### config.mk
export PLATFORM = sky130hd
export DESIGN_NAME = spi_flash_wrseq
export DESIGN_NICKNAME = d
export VERILOG_FILES = /design/src/rtl/fseq_pkg.sv /design/src/rtl/fseq_shift.sv /design/src/rtl/fseq_frame_src.sv /design/src/rtl/fseq_ctrl.sv /design/src/rtl/spi_flash_wrseq.sv
export SDC_FILE = /design/constraint.sdc
export NUM_CORES = 1
export LEC_CHECK = 0
export ABC_AREA = 0
export BUFFER_PORTS_ARGS = -buffer_cell sky130_fd_sc_hd__buf_2
export CAP_MARGIN = 15
export CORE_UTILIZATION = 64
export CTS_BUF_LIST = sky130_fd_sc_hd__clkbuf_16
export CTS_CLUSTER_DIAMETER = 60
export DETAILED_ROUTE_END_ITERATION = 6
export PLACE_DENSITY = 0.82
export REMOVE_ABC_BUFFERS = 1
export SLEW_MARGIN = 40
export SYNTH_ARGS = -nofsm -noshare
export SYNTH_HDL_FRONTEND = slang
export SYNTH_SLANG_ARGS = --single-unit
### constraint.sdc
create_clock -name clk -period 5.4 [get_ports clk]
set_input_delay 0.81 -clock clk [delete_from_list [all_inputs] [get_ports clk]]
set_output_delay 0.81 -clock clk [all_outputs]
set_load 0.1 [all_outputs]
### src/rtl/fseq_pkg.sv
package fseq_pkg;

   localparam int unsigned ADDR_W = 24;

   localparam logic [7:0] OPC_WREN  = 8'h06;
   localparam logic [7:0] OPC_RDST  = 8'h05;
   localparam logic [7:0] OPC_ERASE = 8'h20;
   localparam logic [7:0] OPC_PROG  = 8'h02;

   localparam int unsigned ST_BUSY_BIT  = 0;
   localparam int unsigned ST_LATCH_BIT = 1;

   typedef enum logic [1:0] {
      RES_OK      = 2'd0,
      RES_NOLATCH = 2'd1,
      RES_REJECT  = 2'd2,
      RES_TIMEOUT = 2'd3
   } fseq_res_e;

   typedef enum logic [1:0] {
      FR_LATCH = 2'd0,
      FR_CHECK = 2'd1,
      FR_CMD   = 2'd2,
      FR_POLL  = 2'd3
   } fseq_frame_e;

   typedef enum logic [1:0] {
      SQ_IDLE  = 2'd0,
      SQ_GAP   = 2'd1,
      SQ_LOAD  = 2'd2,
      SQ_SHIFT = 2'd3
   } fseq_state_e;

endpackage

### src/rtl/fseq_shift.sv
module fseq_shift #(
   parameter int unsigned CLK_DIV = 4
) (
   input  logic       clk,
   input  logic       rst_n,
   input  logic       start,
   input  logic [7:0] tx,
   output logic [7:0] rx,
   output logic       done,
   output logic       sck,
   output logic       mosi,
   input  logic       miso
);
   localparam int unsigned HALF = CLK_DIV / 2;

   logic       busy;
   logic       tick;
   logic [7:0] osr;
   logic [7:0] isr;
   logic [2:0] nbit;

   generate
      if (HALF == 1) begin : g_nodiv
         assign tick = busy;
      end else begin : g_div
         localparam int unsigned CW = $clog2(HALF);
         logic [CW-1:0] hcnt;
         always_ff @(posedge clk or negedge rst_n) begin
            if (!rst_n) begin
               hcnt <= '0;
            end else if (!busy) begin
               hcnt <= '0;
            end else if (hcnt == CW'(HALF - 1)) begin
               hcnt <= '0;
            end else begin
               hcnt <= hcnt + 1'b1;
            end
         end
         assign tick = busy && (hcnt == CW'(HALF - 1));
      end
   endgenerate

   always_ff @(posedge clk or negedge rst_n) begin
      if (!rst_n) begin
         busy <= 1'b0;
         sck  <= 1'b0;
         osr  <= '0;
         isr  <= '0;
         nbit <= '0;
         done <= 1'b0;
         rx   <= '0;
      end else begin
         done <= 1'b0;
         if (start && !busy) begin
            busy <= 1'b1;
            osr  <= tx;
            nbit <= '0;
            sck  <= 1'b0;
         end else if (tick) begin
            if (!sck) begin
               sck <= 1'b1;
               isr <= {isr[6:0], miso};
            end else begin
               sck <= 1'b0;
               if (nbit == 3'd7) begin
                  busy <= 1'b0;
                  done <= 1'b1;
                  rx   <= isr;
               end else begin
                  nbit <= nbit + 1'b1;
                  osr  <= {osr[6:0], 1'b0};
               end
            end
         end
      end
   end

   assign mosi = osr[7];

endmodule

### src/rtl/fseq_frame_src.sv
module fseq_frame_src
   import fseq_pkg::*;
#(
   parameter int unsigned IW = 9,
   parameter int unsigned LW = 8
) (
   input  fseq_frame_e        frame,
   input  logic [IW-1:0]      idx,
   input  logic               op_prog,
   input  logic [ADDR_W-1:0]  addr,
   input  logic [LW-1:0]      len_m1,
   input  logic [7:0]         wr_data,
   output logic [7:0]         tx_byte,
   output logic               is_data,
   output logic               is_last
);
   logic [IW-1:0] flen;

   always_comb begin
      tx_byte = 8'h00;
      is_data = 1'b0;
      flen    = IW'(1);
      unique case (frame)
         FR_LATCH: begin
            tx_byte = OPC_WREN;
         end
         FR_CHECK, FR_POLL: begin
            flen    = IW'(2);
            tx_byte = (idx == '0) ? OPC_RDST : 8'h00;
         end
         default: begin
            flen = op_prog ? (IW'(5) + IW'(len_m1)) : IW'(4);
            if (idx == IW'(0)) begin
               tx_byte = op_prog ? OPC_PROG : OPC_ERASE;
            end else if (idx == IW'(1)) begin
               tx_byte = addr[23:16];
            end else if (idx == IW'(2)) begin
               tx_byte = addr[15:8];
            end else if (idx == IW'(3)) begin
               tx_byte = addr[7:0];
            end else begin
               tx_byte = wr_data;
               is_data = 1'b1;
            end
         end
      endcase
   end

   assign is_last = (idx == flen - IW'(1));

endmodule

### src/rtl/fseq_ctrl.sv
module fseq_ctrl
   import fseq_pkg::*;
#(
   parameter int unsigned CS_GAP   = 4,
   parameter int unsigned POLL_MAX = 1000,
   parameter int unsigned IW       = 9,
   parameter int unsigned LW       = 8
) (
   input  logic              clk,
   input  logic              rst_n,
   input  logic              req_valid,
   input  logic              req_op,
   input  logic [ADDR_W-1:0] req_addr,
   input  logic [LW-1:0]     req_len,
   output logic              req_ready,
   input  logic              wr_valid,
   output logic              wr_ready,
   input  logic              src_is_data,
   input  logic              src_is_last,
   input  logic              sh_done,
   input  logic [7:0]        sh_rx,
   output logic              sh_start,
   output fseq_frame_e       frame,
   output logic [IW-1:0]     idx,
   output logic              op_q,
   output logic [ADDR_W-1:0] addr_q,
   output logic [LW-1:0]     len_q,
   output logic              cs_n,
   output logic              done,
   output logic [1:0]        err_code
);
   localparam int unsigned GW = $clog2(CS_GAP + 1);
   localparam int unsigned PW = $clog2(POLL_MAX + 1);

   fseq_state_e   state;
   logic [GW-1:0] gcnt;
   logic [PW-1:0] pcnt;

   assign req_ready = (state == SQ_IDLE);
   assign wr_ready  = (state == SQ_LOAD) && src_is_data;
   assign sh_start  = (state == SQ_LOAD) && (!src_is_data || wr_valid);
   assign cs_n      = !((state == SQ_LOAD) || (state == SQ_SHIFT));

   always_ff @(posedge clk or negedge rst_n) begin
      if (!rst_n) begin
         state    <= SQ_IDLE;
         frame    <= FR_LATCH;
         idx      <= '0;
         gcnt     <= '0;
         pcnt     <= '0;
         op_q     <= 1'b0;
         addr_q   <= '0;
         len_q    <= '0;
         done     <= 1'b0;
         err_code <= RES_OK;
      end else begin
         done <= 1'b0;
         unique case (state)
            SQ_IDLE: begin
               if (req_valid) begin
                  op_q   <= req_op;
                  addr_q <= req_addr;
                  len_q  <= req_len;
                  frame  <= FR_LATCH;
                  pcnt   <= '0;
                  gcnt   <= '0;
                  state  <= SQ_GAP;
               end
            end
            SQ_GAP: begin
               if (gcnt == GW'(CS_GAP - 1)) begin
                  idx   <= '0;
                  state <= SQ_LOAD;
               end else begin
                  gcnt <= gcnt + 1'b1;
               end
            end
            SQ_LOAD: begin
               if (sh_start) begin
                  state <= SQ_SHIFT;
               end
            end
            default: begin
               if (sh_done) begin
                  gcnt <= '0;
                  if (!src_is_last) begin
                     idx   <= idx + 1'b1;
                     state <= SQ_LOAD;
                  end else begin
                     state <= SQ_GAP;
                     unique case (frame)
                        FR_LATCH: frame <= FR_CHECK;
                        FR_CHECK: begin
                           if (sh_rx[ST_LATCH_BIT]) begin
                              frame <= FR_CMD;
                           end else begin
                              state    <= SQ_IDLE;
                              done     <= 1'b1;
                              err_code <= RES_NOLATCH;
                           end
                        end
                        FR_CMD: begin
                           frame <= FR_POLL;
                           pcnt  <= '0;
                        end
                        default: begin
                           if (!sh_rx[ST_BUSY_BIT]) begin
                              state    <= SQ_IDLE;
                              done     <= 1'b1;
                              err_code <= sh_rx[ST_LATCH_BIT] ? RES_REJECT : RES_OK;
                           end else if (pcnt == PW'(POLL_MAX - 1)) begin
                              state    <= SQ_IDLE;
                              done     <= 1'b1;
                              err_code <= RES_TIMEOUT;
                           end else begin
                              pcnt <= pcnt + 1'b1;
                           end
                        end
                     endcase
                  end
               end
            end
         endcase
      end
   end

endmodule

### src/rtl/spi_flash_wrseq.sv
module spi_flash_wrseq
   import fseq_pkg::*;
#(
   parameter int unsigned CLK_DIV   = 4,
   parameter int unsigned CS_GAP    = 4,
   parameter int unsigned POLL_MAX  = 1000,
   parameter int unsigned MAX_BYTES = 256,
   localparam int unsigned LW       = $clog2(MAX_BYTES),
   localparam int unsigned IW       = $clog2(MAX_BYTES + 5)
) (
   input  logic              clk,
   input  logic              rst_n,
   input  logic              req_valid,
   output logic              req_ready,
   input  logic              req_op,
   input  logic [23:0]       req_addr,
   input  logic [LW-1:0]     req_len,
   input  logic [7:0]        wr_data,
   input  logic              wr_valid,
   output logic              wr_ready,
   output logic              done,
   output logic [1:0]        err_code,
   output logic              spi_sck,
   output logic              spi_cs_n,
   output logic              spi_mosi,
   input  logic              spi_miso
);
   generate
      if ((CLK_DIV < 2) || ((CLK_DIV % 2) != 0)) begin : g_bad_div
         $error("CLK_DIV has to be even and no less than 2");
      end
      if (CS_GAP < 1) begin : g_bad_gap
         $error("CS_GAP has to be at least 1");
      end
      if (POLL_MAX < 1) begin : g_bad_poll
         $error("POLL_MAX has to be at least 1");
      end
      if ((MAX_BYTES < 2) || ((1 << LW) != MAX_BYTES)) begin : g_bad_len
         $error("MAX_BYTES has to be a power of two of at least 2");
      end
   endgenerate

   fseq_frame_e       frame;
   logic [IW-1:0]     idx;
   logic              op_q;
   logic [ADDR_W-1:0] addr_q;
   logic [LW-1:0]     len_q;
   logic [7:0]        tx_byte;
   logic              is_data;
   logic              is_last;
   logic              sh_start;
   logic              sh_done;
   logic [7:0]        sh_rx;

   fseq_frame_src #(.IW(IW), .LW(LW)) u_src (
      .frame   (frame),
      .idx     (idx),
      .op_prog (op_q),
      .addr    (addr_q),
      .len_m1  (len_q),
      .wr_data (wr_data),
      .tx_byte (tx_byte),
      .is_data (is_data),
      .is_last (is_last)
   );

   fseq_shift #(.CLK_DIV(CLK_DIV)) u_shift (
      .clk   (clk),
      .rst_n (rst_n),
      .start (sh_start),
      .tx    (tx_byte),
      .rx    (sh_rx),
      .done  (sh_done),
      .sck   (spi_sck),
      .mosi  (spi_mosi),
      .miso  (spi_miso)
   );

   fseq_ctrl #(
      .CS_GAP   (CS_GAP),
      .POLL_MAX (POLL_MAX),
      .IW       (IW),
      .LW       (LW)
   ) u_ctrl (
      .clk         (clk),
      .rst_n       (rst_n),
      .req_valid   (req_valid),
      .req_op      (req_op),
      .req_addr    (req_addr),
      .req_len     (req_len),
      .req_ready   (req_ready),
      .wr_valid    (wr_valid),
      .wr_ready    (wr_ready),
      .src_is_data (is_data),
      .src_is_last (is_last),
      .sh_done     (sh_done),
      .sh_rx       (sh_rx),
      .sh_start    (sh_start),
      .frame       (frame),
      .idx         (idx),
      .op_q        (op_q),
      .addr_q      (addr_q),
      .len_q       (len_q),
      .cs_n        (spi_cs_n),
      .done        (done),
      .err_code    (err_code)
   );

endmodule

==> run metrics <==
status finished clean; Pwr per Cell Area 232.5 nW/um2; slew margin rel. 50.25%; most frequent cells in the layout 81 x dfrtp_1, 52 x buf_2, 42 x nand2_1, 38 x mux2_2, 36 x nor2_1; Via Count 4,170; die area 8120 um2; clock sink count 81; aggregate global routing overflow 0; ys flop type dfrtp_1; Resized cells post-CTS 0; CTS buffer count 9; R2R cell count 11; Initial Util 67.42%; static leakage 2.654 nW; 1st-iter DRT viols 321; post-synthesis register bit count 81; Vias/cell 6.366; crit start category flip-flop; Final nets 620; RSZ-0062 raised after global routing false; CP cell instances inv_1 -> ha_1 -> nand2b_1 -> o2111ai_1 -> nor4_4 -> or4b_1 -> a41oi_2 -> o2111a_1 -> and3_1 -> a21oi_1 -> a31oi_1; die width 90.11 um; Routed Antenna Nets 0; fin crit share 74.63%; Clk pwr share 50.4%; initial antenna violation count 0; max cap viols 0; wirelength, routed 11.08 mm; Post-DP HPWL 7.472 mm; # rows 31; unique cell type count in the Yosys netlist 64; clk_skew 0.01078 ns; Worst EP required 5.64 ns; drt first pass iters 5; CP max-delay cell ha_1; most common cell after layout, fill and taps aside dfrtp_1; fin crit period 4.030 ns; switch share 20.83%; Setup WS post-layout 1.370 ns; clock tree buffer depth 2; GP Congestion 0.8509; dpl ws 1.486 ns; largest net degree at the start of global routing 82; max frequency 248.1 MHz; switching pwr 0.2704 mW; drc violations 0; first-pass GRT wire length 19.02 mm; critical-path maximum fanout 23; Flop pwr share 47.0%; crit path kind flip-flop to flip-flop; Clock transition at path regs 0.07 ns; global-route usage over all layers 29.08%; # IOs 54; post-CTS setup buffers 0; CTS root buf clkbuf_16; Fillers 524; Post-Syn Area 4969 um2; Final Hold Slack 0.4688 ns; Post-CTS Hold Buffers 0; Internal 1.028 mW; area grow syn2layout 12.36%; CP arrival 4.27 ns; Final setup viols 0; Least-Margin Pin Slew 0.7463 ns; CP endpoint kind flip-flop; ANT cells 0; port bufs 53; vias in the first global route 3,975; die extent in y 90.11 um; Crit path largest cell delay 0.63 ns; CTS tree done; Post-synth EDFFs 0; layout cells sized above 1 22.66%; Max H-tree Level 3; Cells after Synth 511; register area share after synthesis 40.80%; Slew Limit Fails 0; HP Class input port to async pin; VDD IR-drop max 167.5 uV; Gate power share 2.6%; Core Region 7370 um2; routed len/inst 16.91 um; Fin Setup TNS 0 ns; Async SR Flop Fraction 100.0%; worst skew pair latency 0.34 ns; Post-Syn Area per Cell 9.723 um2; Final Hold Viols 0; yosys synthesis warning count 0
-- synthesized netlist by cell type (2+ instances only) --
cell | n | area, um2
a211oi_1 | 3 | 22.52
a21o_1 | 9 | 67.56
a21oi_1 | 28 | 140.1
a21oi_4 | 2 | 32.53
a22o_1 | 4 | 35.03
a311oi_1 | 7 | 61.31
a31oi_1 | 11 | 68.82
a41oi_2 | 2 | 32.53
and2_1 | 3 | 18.77
and3_1 | 8 | 50.05
and4_1 | 4 | 35.03
and4b_1 | 2 | 20.02
buf_2 | 5 | 25.02
buf_6 | 3 | 33.78
clkbuf_1 | 16 | 60.06
dfrtp_1 | 81 | 2027
ha_1 | 22 | 275.3
inv_1 | 22 | 82.58
mux2_2 | 38 | 427.9
mux2i_1 | 13 | 130.1
nand2_1 | 42 | 157.7
nand2b_1 | 7 | 43.79
nand3_1 | 30 | 150.1
nand3b_1 | 5 | 37.54
nand4_1 | 8 | 50.05
nand4b_1 | 2 | 17.52
nor2_1 | 36 | 135.1
nor2b_1 | 3 | 18.77
nor3_1 | 9 | 45.04
nor4_1 | 4 | 25.02
nor4b_1 | 2 | 17.52
o2111a_1 | 2 | 22.52
o2111ai_1 | 2 | 17.52
o211ai_1 | 4 | 30.03
o21ai_0 | 16 | 80.08
o21ai_2 | 2 | 17.52
o22ai_1 | 6 | 37.54
o31ai_1 | 2 | 15.01
or2_2 | 2 | 12.51
or3_1 | 7 | 43.79
or3b_2 | 2 | 17.52
or4b_1 | 2 | 20.02
xnor2_1 | 10 | 87.58
xor2_1 | 3 | 26.28
-- metrics by stage --
stage	instances	area (um2)	total power [mW]	utilization, %
floorplan	485	4841	0.6260	-
global placement	640	5261	0.6544	71.39
detailed placement	640	5265	0.6559	71.44
CTS	655	5583	1.308	75.76
global route	655	5583	1.336	75.76
finish	655	5583	1.298	75.76
-- state kept, by name, indices dropped and copies added, names as in the netlist, 3 cells and up --
name           count
u_ctrl.addr_q     24
u_ctrl.gcnt        3
u_ctrl.idx         9
u_ctrl.len_q       8
u_ctrl.pcnt       10
u_shift.nbit       3
u_shift.osr        8
-- layout make-up --
type                            count  area [um2]  area share [%]
Multi-Input combinational cell    382        2738           49.04
Clock buffer                        9       225.2           4.034
Clock inverter                      6       92.59           1.658
Sequential cell                    81        2027           36.31
Timing Repair Buffer               56       294.0           5.267
Inverter                           22       82.58           1.479
Tap cell                           99       123.9           2.219
-- logic make-up after synthesis --
| logic type | Yosys count | synth area share [%] |
|---|---|---|
| compound gates | 112 | 15.99 |
| buf+inv | 48 | 4.230 |
| xor+xnor | 13 | 2.292 |
| mux | 51 | 11.23 |
| fa+ha+maj | 22 | 5.540 |
| flops | 81 | 40.80 |
| simple gates | 184 | 19.92 |
-- per-layer routing --
metal  global-route usage [%]  part of all wire [%]  up-vias
met3                    4.569                   4.6       28
met5                        0                     0        -
met1                    37.35                    42     2055
met4                    8.737                   2.4        0
met2                    50.64                    51      133
li1                         -                     -     1954
-- final timing paths --
path / start / endpoint / slack (ns)
setup / recovery: u_ctrl.frame[0] / u_ctrl.pcnt[2] / 1.37
hold / removal: rst_n / u_ctrl.len_q[3] / 0.47
setup reg to reg: u_ctrl.frame[0] / u_ctrl.pcnt[2] / 1.37
hold reg to reg: u_shift.isr[1] / u_shift.rx[1] / 0.48
max in group asynchronous: rst_n / u_shift.osr[0] / 4.37
min in group clk: u_shift.isr[1] / u_shift.rx[1] / 0.48
-- power by group through the flow --
stage               registers (mW)  clock network (mW)  logic (mW)
floorplan                    0.621                   0     0.00533
global placement             0.621                   0      0.0336
detailed placement           0.621                   0      0.0351
CTS                          0.610               0.663      0.0356
global route                 0.610               0.687      0.0393
finish                       0.610               0.654      0.0342
-- worst max-delay path, delay by kind of cell, from the launching register on --
| family | cells | cell delay [ns] |
|---|---|---|
| AND/OR/NAND/NOR | 4 | 1.52 |
| AO/OA/AOI/OAI | 5 | 1.18 |
| buffers and inverters | 1 | 0.15 |
| adder cells (fa/ha/maj) | 1 | 0.63 |
| flip-flops | 1 | 0.43 |
(Power assumes the default switching activity.)
